===== config.mk =====
export PLATFORM = sky130hd
export DESIGN_NAME = fb_mem_arbiter
export DESIGN_NICKNAME = d
export VERILOG_FILES = /design/src/rtl/fbarb_pkg.sv /design/src/rtl/fbarb_scroll.sv /design/src/rtl/fbarb_vaddr.sv /design/src/rtl/fbarb_slot.sv /design/src/rtl/fb_mem_arbiter.sv
export SDC_FILE = /design/constraint.sdc
export NUM_CORES = 1
export LEC_CHECK = 0
export ABC_AREA = 1
export CAP_MARGIN = 0
export CORE_MARGIN = 8
export CORE_UTILIZATION = 48
export DETAILED_ROUTE_END_ITERATION = 12
export HOLD_SLACK_MARGIN = 0.03
export PLACE_DENSITY = 0.83
export SYNTH_ARGS = -nofsm -noshare
export SYNTH_HDL_FRONTEND = slang
export SYNTH_SLANG_ARGS = --single-unit

===== constraint.sdc =====
create_clock -name clk -period 4.3 [get_ports clk]
set_input_delay 0.43 -clock clk [delete_from_list [all_inputs] [get_ports clk]]
set_output_delay 0.43 -clock clk [all_outputs]
set_load 0.05 [all_outputs]

===== src/rtl/fbarb_pkg.sv =====
package fbarb_pkg;
  // Kind of memory access held for the current slot
  typedef enum logic [1:0] {
    ACC_NONE = 2'd0,
    ACC_VRD  = 2'd1,
    ACC_CRD  = 2'd2,
    ACC_CWR  = 2'd3
  } acc_kind_e;
endpackage


===== src/rtl/fbarb_scroll.sv =====
module fbarb_scroll #(
  parameter int V_LINES = 480,
  parameter int ROW_W   = 9
) (
  input  logic             clk,
  input  logic             rst_n,
  input  logic             wr,
  input  logic [ROW_W-1:0] val,
  input  logic             vblank,
  output logic [ROW_W-1:0] yoff
);
  localparam logic [ROW_W-1:0] LINES_C = ROW_W'(V_LINES);

  logic [ROW_W-1:0] stage_q, stage_d;
  logic [ROW_W-1:0] act_q, act_d;

  // Staging register takes any write; active offset follows only in blanking
  always_comb begin
    stage_d = stage_q;
    if (wr) begin
      stage_d = (val >= LINES_C) ? (val - LINES_C) : val;
    end
    act_d = act_q;
    if (vblank) begin
      act_d = stage_q;
    end
  end

  always_ff @(posedge clk or negedge rst_n) begin
    if (!rst_n) begin
      stage_q <= '0;
      act_q   <= '0;
    end else begin
      stage_q <= stage_d;
      act_q   <= act_d;
    end
  end

  assign yoff = act_q;
endmodule


===== src/rtl/fbarb_vaddr.sv =====
module fbarb_vaddr #(
  parameter int H_PIXELS = 640,
  parameter int V_LINES  = 480,
  parameter int COL_W    = 10,
  parameter int ROW_W    = 9,
  parameter int ADDR_W   = 19
) (
  input  logic [COL_W-1:0]  x,
  input  logic [ROW_W-1:0]  y,
  input  logic [ROW_W-1:0]  yoff,
  output logic [ADDR_W-1:0] addr
);
  localparam logic [ROW_W:0] LINES_C = (ROW_W+1)'(V_LINES);

  logic [ROW_W:0]   sum;
  logic [ROW_W:0]   wrapped;
  logic [ROW_W-1:0] row;

  // Both operands are below V_LINES, so one conditional subtract wraps
  always_comb begin
    sum     = {1'b0, y} + {1'b0, yoff};
    wrapped = (sum >= LINES_C) ? (sum - LINES_C) : sum;
    row     = wrapped[ROW_W-1:0];
    addr    = ADDR_W'(row) * ADDR_W'(H_PIXELS) + ADDR_W'(x);
  end
endmodule


===== src/rtl/fbarb_slot.sv =====
module fbarb_slot
  import fbarb_pkg::*;
#(
  parameter int ADDR_W = 19,
  parameter int DATA_W = 16
) (
  input  logic              clk,
  input  logic              rst_n,
  input  logic              bus_ce,
  input  logic              vid_go,
  input  logic [ADDR_W-1:0] vid_addr,
  input  logic              cpu_go,
  input  logic              cpu_wr,
  input  logic [ADDR_W-1:0] cpu_addr,
  input  logic [DATA_W-1:0] cpu_wdata,
  output acc_kind_e         kind,
  output logic [ADDR_W-1:0] sram_addr,
  output logic [DATA_W-1:0] sram_dq_o,
  output logic              sram_dq_oe,
  output logic              sram_cs_n,
  output logic              sram_oe_n,
  output logic              sram_we_n
);
  acc_kind_e         kind_q, kind_d;
  logic [ADDR_W-1:0] addr_q, addr_d;
  logic [DATA_W-1:0] wd_q, wd_d;
  logic              dqoe_q, dqoe_d;
  logic              cs_n_q, cs_n_d;
  logic              oe_n_q, oe_n_d;
  logic              we_n_q, we_n_d;

  // A bus_ce cycle sets up the video slot; the other cycle sets up the CPU slot
  always_comb begin
    kind_d = ACC_NONE;
    addr_d = '0;
    wd_d   = '0;
    if (bus_ce) begin
      if (vid_go) begin
        kind_d = ACC_VRD;
        addr_d = vid_addr;
      end
    end else if (cpu_go) begin
      kind_d = cpu_wr ? ACC_CWR : ACC_CRD;
      addr_d = cpu_addr;
      wd_d   = cpu_wr ? cpu_wdata : '0;
    end
    cs_n_d = (kind_d == ACC_NONE);
    oe_n_d = !((kind_d == ACC_VRD) || (kind_d == ACC_CRD));
    we_n_d = (kind_d != ACC_CWR);
    dqoe_d = (kind_d == ACC_CWR);
  end

  always_ff @(posedge clk or negedge rst_n) begin
    if (!rst_n) begin
      kind_q <= ACC_NONE;
      addr_q <= '0;
      wd_q   <= '0;
      dqoe_q <= 1'b0;
      cs_n_q <= 1'b1;
      oe_n_q <= 1'b1;
      we_n_q <= 1'b1;
    end else begin
      kind_q <= kind_d;
      addr_q <= addr_d;
      wd_q   <= wd_d;
      dqoe_q <= dqoe_d;
      cs_n_q <= cs_n_d;
      oe_n_q <= oe_n_d;
      we_n_q <= we_n_d;
    end
  end

  assign kind       = kind_q;
  assign sram_addr  = addr_q;
  assign sram_dq_o  = wd_q;
  assign sram_dq_oe = dqoe_q;
  assign sram_cs_n  = cs_n_q;
  assign sram_oe_n  = oe_n_q;
  assign sram_we_n  = we_n_q;
endmodule


===== src/rtl/fb_mem_arbiter.sv =====
module fb_mem_arbiter
  import fbarb_pkg::*;
#(
  parameter int  H_PIXELS = 640,
  parameter int  V_LINES  = 480,
  parameter int  DATA_W   = 16,
  localparam int ADDR_W   = $clog2(H_PIXELS * V_LINES),
  localparam int COL_W    = $clog2(H_PIXELS),
  localparam int ROW_W    = $clog2(V_LINES)
) (
  input  logic              clk,
  input  logic              rst_n,
  input  logic              bus_ce,
  input  logic              cpu_req,
  input  logic              cpu_we,
  input  logic [ADDR_W-1:0] cpu_addr,
  input  logic [DATA_W-1:0] cpu_wdata,
  output logic [DATA_W-1:0] cpu_rdata,
  output logic              cpu_rvalid,
  input  logic              vid_fetch,
  input  logic [COL_W-1:0]  vid_x,
  input  logic [ROW_W-1:0]  vid_y,
  input  logic              vid_vblank,
  input  logic              scroll_wr,
  input  logic [ROW_W-1:0]  scroll_row,
  output logic [DATA_W-1:0] vid_pixel,
  output logic              vid_pvalid,
  output logic [ADDR_W-1:0] sram_addr,
  output logic [DATA_W-1:0] sram_dq_o,
  output logic              sram_dq_oe,
  input  logic [DATA_W-1:0] sram_dq_i,
  output logic              sram_cs_n,
  output logic              sram_oe_n,
  output logic              sram_we_n
);
  logic [ROW_W-1:0]  yoff_act;
  logic [ADDR_W-1:0] vaddr;
  acc_kind_e         slot_kind;

  // Processor request held for the CPU slot of the same bus cycle
  logic              pend_go_q, pend_go_d;
  logic              pend_wr_q, pend_wr_d;
  logic [ADDR_W-1:0] pend_addr_q, pend_addr_d;
  logic [DATA_W-1:0] pend_wd_q, pend_wd_d;

  // Returned data registers
  logic [DATA_W-1:0] crd_q, crd_d;
  logic              crv_q, crv_d;
  logic [DATA_W-1:0] pix_q, pix_d;
  logic              pxv_q, pxv_d;

  fbarb_scroll #(
    .V_LINES (V_LINES),
    .ROW_W   (ROW_W)
  ) u_scroll (
    .clk    (clk),
    .rst_n  (rst_n),
    .wr     (scroll_wr),
    .val    (scroll_row),
    .vblank (vid_vblank),
    .yoff   (yoff_act)
  );

  fbarb_vaddr #(
    .H_PIXELS (H_PIXELS),
    .V_LINES  (V_LINES),
    .COL_W    (COL_W),
    .ROW_W    (ROW_W),
    .ADDR_W   (ADDR_W)
  ) u_vaddr (
    .x    (vid_x),
    .y    (vid_y),
    .yoff (yoff_act),
    .addr (vaddr)
  );

  fbarb_slot #(
    .ADDR_W (ADDR_W),
    .DATA_W (DATA_W)
  ) u_slot (
    .clk        (clk),
    .rst_n      (rst_n),
    .bus_ce     (bus_ce),
    .vid_go     (vid_fetch),
    .vid_addr   (vaddr),
    .cpu_go     (pend_go_q),
    .cpu_wr     (pend_wr_q),
    .cpu_addr   (pend_addr_q),
    .cpu_wdata  (pend_wd_q),
    .kind       (slot_kind),
    .sram_addr  (sram_addr),
    .sram_dq_o  (sram_dq_o),
    .sram_dq_oe (sram_dq_oe),
    .sram_cs_n  (sram_cs_n),
    .sram_oe_n  (sram_oe_n),
    .sram_we_n  (sram_we_n)
  );

  always_comb begin
    pend_go_d   = pend_go_q;
    pend_wr_d   = pend_wr_q;
    pend_addr_d = pend_addr_q;
    pend_wd_d   = pend_wd_q;
    if (bus_ce) begin
      pend_go_d   = cpu_req;
      pend_wr_d   = cpu_we;
      pend_addr_d = cpu_addr;
      pend_wd_d   = cpu_wdata;
    end
  end

  // The video slot runs while bus_ce is low, the CPU slot while it is high
  always_comb begin
    pix_d = pix_q;
    pxv_d = pxv_q;
    crd_d = crd_q;
    crv_d = crv_q;
    if (!bus_ce) begin
      pxv_d = (slot_kind == ACC_VRD);
      if (slot_kind == ACC_VRD) begin
        pix_d = sram_dq_i;
      end
    end else begin
      crv_d = (slot_kind == ACC_CRD);
      if (slot_kind == ACC_CRD) begin
        crd_d = sram_dq_i;
      end
    end
  end

  always_ff @(posedge clk or negedge rst_n) begin
    if (!rst_n) begin
      pend_go_q   <= 1'b0;
      pend_wr_q   <= 1'b0;
      pend_addr_q <= '0;
      pend_wd_q   <= '0;
      pix_q       <= '0;
      pxv_q       <= 1'b0;
      crd_q       <= '0;
      crv_q       <= 1'b0;
    end else begin
      pend_go_q   <= pend_go_d;
      pend_wr_q   <= pend_wr_d;
      pend_addr_q <= pend_addr_d;
      pend_wd_q   <= pend_wd_d;
      pix_q       <= pix_d;
      pxv_q       <= pxv_d;
      crd_q       <= crd_d;
      crv_q       <= crv_d;
    end
  end

  assign cpu_rdata  = crd_q;
  assign cpu_rvalid = crv_q;
  assign vid_pixel  = pix_q;
  assign vid_pvalid = pxv_q;
endmodule


# Word-level counts from Yosys, hierarchy flattened
# Index checks and enable logic that the tools add are counted.
# classes
eq_ne	6
muxes	12
add_sub_neg	4
bitwise	1
mul	1
reduce_logical	5
order_cmp	2
# ops
op	n
2-to-1 mux 19 bit	3
2-to-1 mux 16 bit	3
adder 19 x 10 -> 19 bit	1
2-to-1 mux 9 bit	2
subtractor 9 bit, second input constant	2
multiplier 9 x 3 -> 12 bit, second input constant	1
adder 9 x 9 -> 10 bit	1
greater-or-equal comparator 10 x 9 -> 1 bit, second input constant	1
greater-or-equal comparator 9 bit, second input constant	1
== test 2 bit, second input constant	3
== test 2 x 1 -> 1 bit, second input constant	2
2-to-1 mux 2 bit	2
AND reduction 2 bit	2
logical NOT 2 bit	1
2-to-1 mux 1 bit	2
inequality test 2 bit, second input constant	1
logical NOT 1 bit	1
logical OR 1 bit	1
NOT 1 bit	1
# word_totals
wordCells	48
register_bits	130
out_inout_bits	73
in_bits	87

# Longest topological paths before layout
# Gate-level depths: netlist of the first run.
# logic_depth
ltp_word	7
mapped_depth	28
ltp_nobuf	28

# Modules after synthesis
# A second synthesis of the first run with hierarchy kept.
# unflattened
cells_unflattened	759
hier_area_um2	6596.3
# by_module_without_submodules
mod	seq_area_each_um2	cells_per_inst	area_per_inst_um2	instances
fb_mem_arbiter	1776.7	306	2852.7	1
fbarb_slot	1029.7	158	1609.0	1
fbarb_vaddr	0.0	207	1345.0	1
fbarb_scroll	450.4	88	789.5	1

# Least setup slack after synthesis of the first run
# Ideal clock, no wire load.
# synth_timing
path_kind	input port to flip-flop
start	in vid_y[0]
end	reg u_slot.addr_q[17], in the netlist u_slot.sram_addr[17]
path_slack_ns	0.609
t_arrival_ns	3.574
stages	26
n_path_buf	0
required_time_ns	4.183
setup_ns	0.117
cell_sequence	ha_1 > fa_1 > nand2_1 > nand2_1 > nand3_2 > nand2_1 > nand2_1 > nand2_1 > nor2_2 > nand3_2 > nand4_2 > nand2_1 > xnor2_1 > ha_1 > ha_1 > nand2_1 > inv_1 > o21ai_0 > nand3_1 > xor2_2 > inv_1 > nand3_1 > nor2_1 > nand3_1 > nand3_1 > nand2_1
# synth_via
elab_chain_cells	7
word_cells_on_any_way	8
classes_between	add/sub (3); mul (1); order compare (1); mux (3)
# synth_rtl
element	line_no	source
start, declared	fb_mem_arbiter.sv:22	input logic [ROW_W-1:0] vid_y,
adder 9 x 9 -> 10 bit (*)	fbarb_vaddr.sv:21	sum = {1'b0, y} + {1'b0, yoff};
subtractor 9 bit or greater-or-equal comparator 10 x 9 -> 1 bit (tied branches)	fbarb_vaddr.sv:22	wrapped = (sum >= LINES_C) ? (sum - LINES_C) : sum;
2-to-1 mux 9 bit (*)	fbarb_vaddr.sv:22	
multiplier 9 x 3 -> 12 bit (*)	fbarb_vaddr.sv:24	addr = ADDR_W'(row) * ADDR_W'(H_PIXELS) + ADDR_W'(x);
adder 19 x 10 -> 19 bit (*)	fbarb_vaddr.sv:24	
2-to-1 mux 19 bit (*)	fbarb_slot.sv:38	if (vid_go) begin
2-to-1 mux 19 bit (*)	fbarb_slot.sv:37	if (bus_ce) begin
named net u_slot.addr_d[17]	fbarb_slot.sv:25	logic [ADDR_W-1:0] addr_q, addr_d;
end signal, assigned	fbarb_slot.sv:64	addr_q <= addr_d;
end, declared	fbarb_slot.sv:25	
# The timed path passes the listed nets; every way through them passes the cells marked *.
# A chain may end at the register's enable or synchronous reset.

# Worst setup path after layout of the first run
# layout_timing
start	in vid_y[0]
end	reg u_slot.addr_q[18], in the netlist u_slot.sram_addr[18]
# The elaborated chain is that of the path after synthesis.

==> results.yml, run 1 <==
worst_setup_path:
  critPathTopFamily: "simple AND/OR/NAND/NOR gates"
  cp_slowest_stage_delay_ns: 0.40
  cp.required_ns: 4.64
  crit_top_cell: "nand2_1"
  end_kind: "flip-flop"
  slowest_stage: "clkdlybuf4s50_1"
  arrival_ns: 4.44
  worst-setup-path-type: "primary input to flip-flop"
  start_kind: "primary input"
  cp.buffers_inverters: 3
  critPathMaxFanout: 4
cts:
  root_buffer: "clkbuf_16"
  cts_sinks: 130
  cts_buffers: 17
  htreeDepth: 4
  clock_path_buffers: 2
  path_clk_slew_ns: 0.06
  worst_skew_pair.late_latency_ns: 0.41
  cts_tree: "done"
timing:
  clock.fmax_mhz: 244
  hold_violations: 0
  setup_viol: 0
  fin_crit_ns: 4.10
  drv_slew: 0
  fin_crit_sh_pct: 95.3
  max_slew_margin_pct: 37.7
  clock_skew_ns: 0.00696
  worstMarginPinSlew_ns: 0.932
global_route:
  grt_pass1_wl_um: 24900
  grt_usage_pct: 19.3
  grt_pass1_vias: 5027
  grt_max_degree: 76
  grt-ovfl-total: 0
  grt_antenna_before_repair: 1
logic_synthesis:
  ys_ff_latch: 130
  syn_nets: 793
  avgSynthCellArea_um2: 8.86
  synthCells: 673
  synth_area_um2: 5960
  synthArstFlopShare_pct: 100
  synth_ff_type: "dfrtp_1"
  ys_seq_area_share_pct: 54.6
  yosys_warnings: 0
  ys_types: 32
  synth_edf_count: 0
floorplanning:
  ios: 160
  rows: 40
  core_area_um2: 12100
  die_area_um2: 16200
  dieWidth_um: 127
  die_y_um: 127
  start_util_pct: 49.4
place:
  dp.cells: 990
  io_buffers: 159
  hpwlAfterDp_um: 11200
  gp_congestion: 0.855
final_layout:
  diodes: 0
  nNetsFinal: 963
  syn_to_final_growth_pct: 40.3
  drive_gt1_share_pct: 8.41
  layout.cells.non_filler: 1024
route:
  wl_per_cell_um: 14.8
  via_per_inst: 4.85
  drtAntennaViolNets: 0
  drtIter0Drc: 325
  drc: 0
  first_pass_iters: 5
  wirelength_um: 15200
  vias: 4971
power_and_ir_drop:
  ir_drop_uv: 255
  cellLeakagePower_uw: 0.00415
  p_per_area_nw_per_um2: 588
  power_uw: 4910
outcome:
  status: "finished clean"
flow_run:
  drv_cap: 0
worst_hold_path:
  hold_class: "primary input to async pin"
final timing paths:
| path | startpoint | end | slack, ns | cells past startpoint |
|---|---|---|---|---|
| min | rst_n | u_scroll.stage_q[6]$_DFFE_PN0P_ | 0.15 | 1 |
| max | vid_y[0] | u_slot.sram_addr[18]$_DFF_PN0_ | 0.20 | 27 |
| max reg2reg | u_scroll.yoff[0]$_DFFE_PN0P_ | u_slot.sram_addr[18]$_DFF_PN0_ | 0.25 | 26 |
| min reg2reg | pend_addr_q[13]$_DFFE_PN0P_ | pend_addr_q[13]$_DFFE_PN0P_ | 0.48 | 2 |
| max in group asynchronous | rst_n | pend_wd_q[0]$_DFFE_PN0P_ | 3.19 | 2 |
| min in group clk | pend_addr_q[13]$_DFFE_PN0P_ | pend_addr_q[13]$_DFFE_PN0P_ | 0.48 | 2 |
area by class of cell:
class / instances / area [um2]
timing repair buffer: 172 / 1680
tap: 168 / 210
inverter: 96 / 360
sequential: 130 / 3260
fill: 933 / 3700
clock inverter: 15 / 144
multi-input combinational: 426 / 2290
clock buffer: 17 / 425
synth_stat cells (all sizes together) (2+ instances only):
cell,instances,area (um2)
nand2,186,708
ha,30,375
o22ai,7,43.8
xnor2,3,26.3
nor3,2,21.3
dfstp,3,78.8
nand4,3,25.0
a21oi,16,80.1
inv,96,360
or2,2,12.5
mux2,2,22.5
nand3,26,140
nor2,48,183
clkbuf,20,85.1
fa,3,60.1
o21ai,86,438
dfrtp,127,3180
xor2,8,85.1
logic make-up (layout without fill, tap and decap cells):
logic type | Yosys count | after routing | share of synthesized area (%)
buffers and inverters | 117 | 300 | 7.60
AOI/OAI and AO/OA | 112 | 112 | 9.84
xor gates and xnor gates | 11 | 11 | 1.87
adders and majority gates | 33 | 33 | 7.30
DFF | 130 | 130 | 54.6
and+or+nand+nor | 268 | 268 | 18.4
muxes | 2 | 2 | 0.378
per-stage QoR:
| step | utilization [%] | hold slack, ns | cell area [um2] | setup slack, ns | TNS (ns) |
|---|---|---|---|---|---|
| floorplan | - | 0.134 | 5960 | 0.609 | 0 |
| detailed placement | 64.2 | 0.452 | 7750 | -0.0794 | -0.157 |
| global placement | 64.2 | 0.445 | 7750 | 0.0224 | 0 |
| CTS | 69.0 | 0.188 | 8320 | 0.237 | 0 |
| finish | 69.3 | 0.150 | 8360 | 0.203 | 0 |
| global route | 69.3 | 0.222 | 8360 | -0.0180 | -0.0289 |
metal layers:
metal  track usage (%)  share of wire [%]  wire length [um]
met2              31.2                 47              7190
met4              8.47                2.1               320
met5                 0               0.11                16
met1              24.3                 44              6740
met3              4.62                6.1               935
state kept, by name, indices dropped and copies added, names as in the netlist:
signal / flops
pend_addr_q: 19
u_slot.sram_addr: 19
cpu_rdata: 16
pend_wd_q: 16
u_slot.sram_dq_o: 16
vid_pixel: 16
u_scroll.stage_q: 9
u_scroll.yoff: 9
u_slot.kind: 2
cpu_rvalid: 1
pend_go_q: 1
pend_wr_q: 1
u_slot.sram_cs_n: 1
u_slot.sram_dq_oe: 1
u_slot.sram_oe_n: 1
u_slot.sram_we_n: 1
vid_pvalid: 1
placed cells by master, fill, tap and decap left out, types with 4 or more instances in the layout:
cell             instances
a21oi_1                 16
buf_4                   14
clkbuf_16               17
clkdlybuf4s50_1        157
dfrtp_1                127
ha_1                    29
inv_1                   94
inv_8                    5
nand2_1                182
nand2_2                  4
nand3_1                 23
nor2_1                  47
o21ai_0                 82
o22ai_1                  7
xor2_1                   5
power by group:
part	total (uW)	leakage [uW]	switching, uW	internal [uW]
registers	1470	0.00163	74.0	1390
clock network	1360	0.000272	599	765
logic	2080	0.00224	1290	796
total	4910	0.00415	1960	2950
timing repair:
item                       in CTS  in global routing
gates resized for setup         0                  6
hold buffers                    0                  0
setup endpoints to repair       0                  4
buffers inserted                0                  2
(Power assumes the default switching activity.)
==> run 2, diff against run 1 <==
- CTS_BUF_LIST: default -> sky130_fd_sc_hd__clkbuf_2 sky130_fd_sc_hd__clkbuf_4 sky130_fd_sc_hd__clkbuf_8
- TNS_END_PERCENT: default -> 100
==> results.yml, run 2 (synthesized netlist as in run 1, its figures left out) <==
timing:
  clock.fmax_mhz: 250
  hold_violations: 0
  max_slew_margin_pct: 37.2
  setup_ws_ns: 0.301
  setup_viol: 0
  worstMarginPinSlew_ns: 0.942
  rsz0062_at_grt: "no"
  drv_slew: 0
  fin_setup_tns_ns: 0
  fin_crit_ns: 4.00
  fin_crit_sh_pct: 93.0
  clock_skew_ns: 0.0129
worst_setup_path:
  worst-setup-path-type: "primary input to flip-flop"
  start_kind: "primary input"
  timing.reg2reg.setup_slack_ns: 0.31
  r2r-end: "u_slot.sram_addr[18]$_DFF_PN0_"
  worstReg2RegStart: "u_scroll.yoff[0]$_DFFE_PN0P_"
  r2r.worst_path.cells: 25
  end_kind: "flip-flop"
  arrival_ns: 4.37
  cp.required_ns: 4.67
  critPathMaxFanout: 5
worst_hold_path:
  hold_class: "primary input to async pin"
place:
  dp_slack_ns: -0.0794
  hpwlAfterDp_um: 11200
  io_buffers: 159
  gp_congestion: 0.855
final_layout:
  nFillCells: 965
  layout_common_cells: "nand2_1 (182), clkdlybuf4s50_1 (157), dfrtp_1 (127), inv_1 (94), o21ai_0 (83)"
  syn_to_final_growth_pct: 36.6
  nNetsFinal: 962
  drive_gt1_share_pct: 7.95
  final_common_cell: "nand2_1"
cts:
  cts_buffers: 17
  clock_path_buffers: 2
  path_clk_slew_ns: 0.09
  worst_skew_pair.late_latency_ns: 0.44
  htreeDepth: 4
  cts_sinks: 130
  cts_hold_buf: 0
  root_buffer: "clkbuf_8"
  cts_tree: "done"
global_route:
  grt_antenna_before_repair: 0
  grt_max_degree: 76
  grt_pass1_wl_um: 24200
  grt_usage_pct: 18.8
  grt-ovfl-total: 0
  grt_pass1_vias: 4938
route:
  drc: 0
  wirelength_um: 14900
  via_per_inst: 4.83
  wl_per_cell_um: 14.6
  vias: 4951
  drtIter0Drc: 302
  first_pass_iters: 4
  drtAntennaViolNets: 0
outcome:
  status: "finished clean"
power_and_ir_drop:
  cellLeakagePower_uw: 0.00404
  intPower_uw: 2560
  swShare_pct: 42.4
  p_per_area_nw_per_um2: 545
  p_switching_uw: 1880
  power_frac_clock_pct: 22.2
  power_uw: 4440
  ir_drop_uv: 249
  pwr-share-comb_pct: 44.9
  seqPwrFrac_pct: 32.9
floorplanning:
  rows: 40
  start_util_pct: 49.4
  die_y_um: 127
  ios: 160
  die_area_um2: 16200
  dieWidth_um: 127
  core_area_um2: 12100
flow_run:
  drv_cap: 0
[run 2: area by class of cell]
cell class / count / area (um2) / share of cell area [%]
antenna: 1 / 2.50 / 0.0307
timing repair buffer: 171 / 1670 / 20.6
multi-input combinational: 426 / 2260 / 27.8
clock inverter: 15 / 144 / 1.77
tap: 168 / 210 / 2.58
clock buffer: 17 / 234 / 2.87
inverter: 96 / 360 / 4.43
sequential: 130 / 3260 / 40.0
[run 2: power by group through the flow]
stage / sequential (uW) / combinational, uW / clock (uW)
global route: 1480 / 2200 / 1060
finish: 1460 / 1990 / 985
floorplan: 1890 / 922 / 0
global placement: 1480 / 1900 / 0
detailed placement: 1490 / 1950 / 0
CTS: 1460 / 1960 / 1010
[run 2: worst max path at each step]
stage | startpoint | to | slack [ns]
after floorplan | vid_y[0] | u_slot.sram_addr[17]$_DFF_PN0_ | 0.61
after global placement | vid_y[0] | u_slot.sram_addr[17]$_DFF_PN0_ | 0.02
final | vid_y[0] | u_slot.sram_addr[18]$_DFF_PN0_ | 0.30
after global routing | u_scroll.yoff[0]$_DFFE_PN0P_ | u_slot.sram_addr[17]$_DFF_PN0_ | 0.01
after detailed placement | vid_y[0] | u_slot.sram_addr[17]$_DFF_PN0_ | -0.08
after CTS | u_scroll.yoff[0]$_DFFE_PN0P_ | u_slot.sram_addr[18]$_DFF_PN0_ | 0.31
[run 2: worst max-delay path, cell delays in order]
cell,delay [ns]
clkdlybuf4s50_1,0.40
ha_1,0.23
fa_1,0.40
nand2_1,0.09
nand2_1,0.08
nand3_2,0.09
or2_1,0.12
nand2_1,0.05
nand2_1,0.07
nand2_2,0.06
nand3_2,0.07
nand4_2,0.14
xor2_2,0.20
ha_1,0.28
ha_1,0.37
nand2_1,0.11
inv_1,0.05
o21ai_0,0.14
nand3_1,0.16
xor2_2,0.22
buf_4,0.15
nor3_4,0.18
nand3_1,0.09
nand2_1,0.07
nand2_1,0.05
nand2_1,0.08
[run 2: per-stage QoR]
step	cell area, um2	instances	hold WS, ns	util (%)
4_1_cts	8130	1022	0.145	67.4
2_1_floorplan	5960	673	0.134	-
5_1_grt	8140	1023	0.175	67.5
6_report	8140	1024	0.116	67.5
3_5_place_dp	7750	990	0.452	64.2
3_3_place_gp	7750	990	0.445	64.2
[run 2: layer usage]
metal / GRT usage, % / share of wire [%] / up-vias
met2: 30.0 / 46 / 159
met4: 7.56 / 2.2 / 0
li1: - / - / 2453
met5: 0 / 0 / -
met3: 5.03 / 6.3 / 27
met1: 24.0 / 45 / 2312
[run 2: what timing repair did]
action | 4_1_cts | 5_1_grt
endpoints found under the setup margin | 0 | 1
resized for setup | 0 | 2
buffers inserted | 0 | 1
==> run 3, diff against run 2 <==
- GPL_ROUTABILITY_DRIVEN: default -> 0
==> results of run 3 <==
No change in the layout: final DEF, timing and power equal those of run 2.
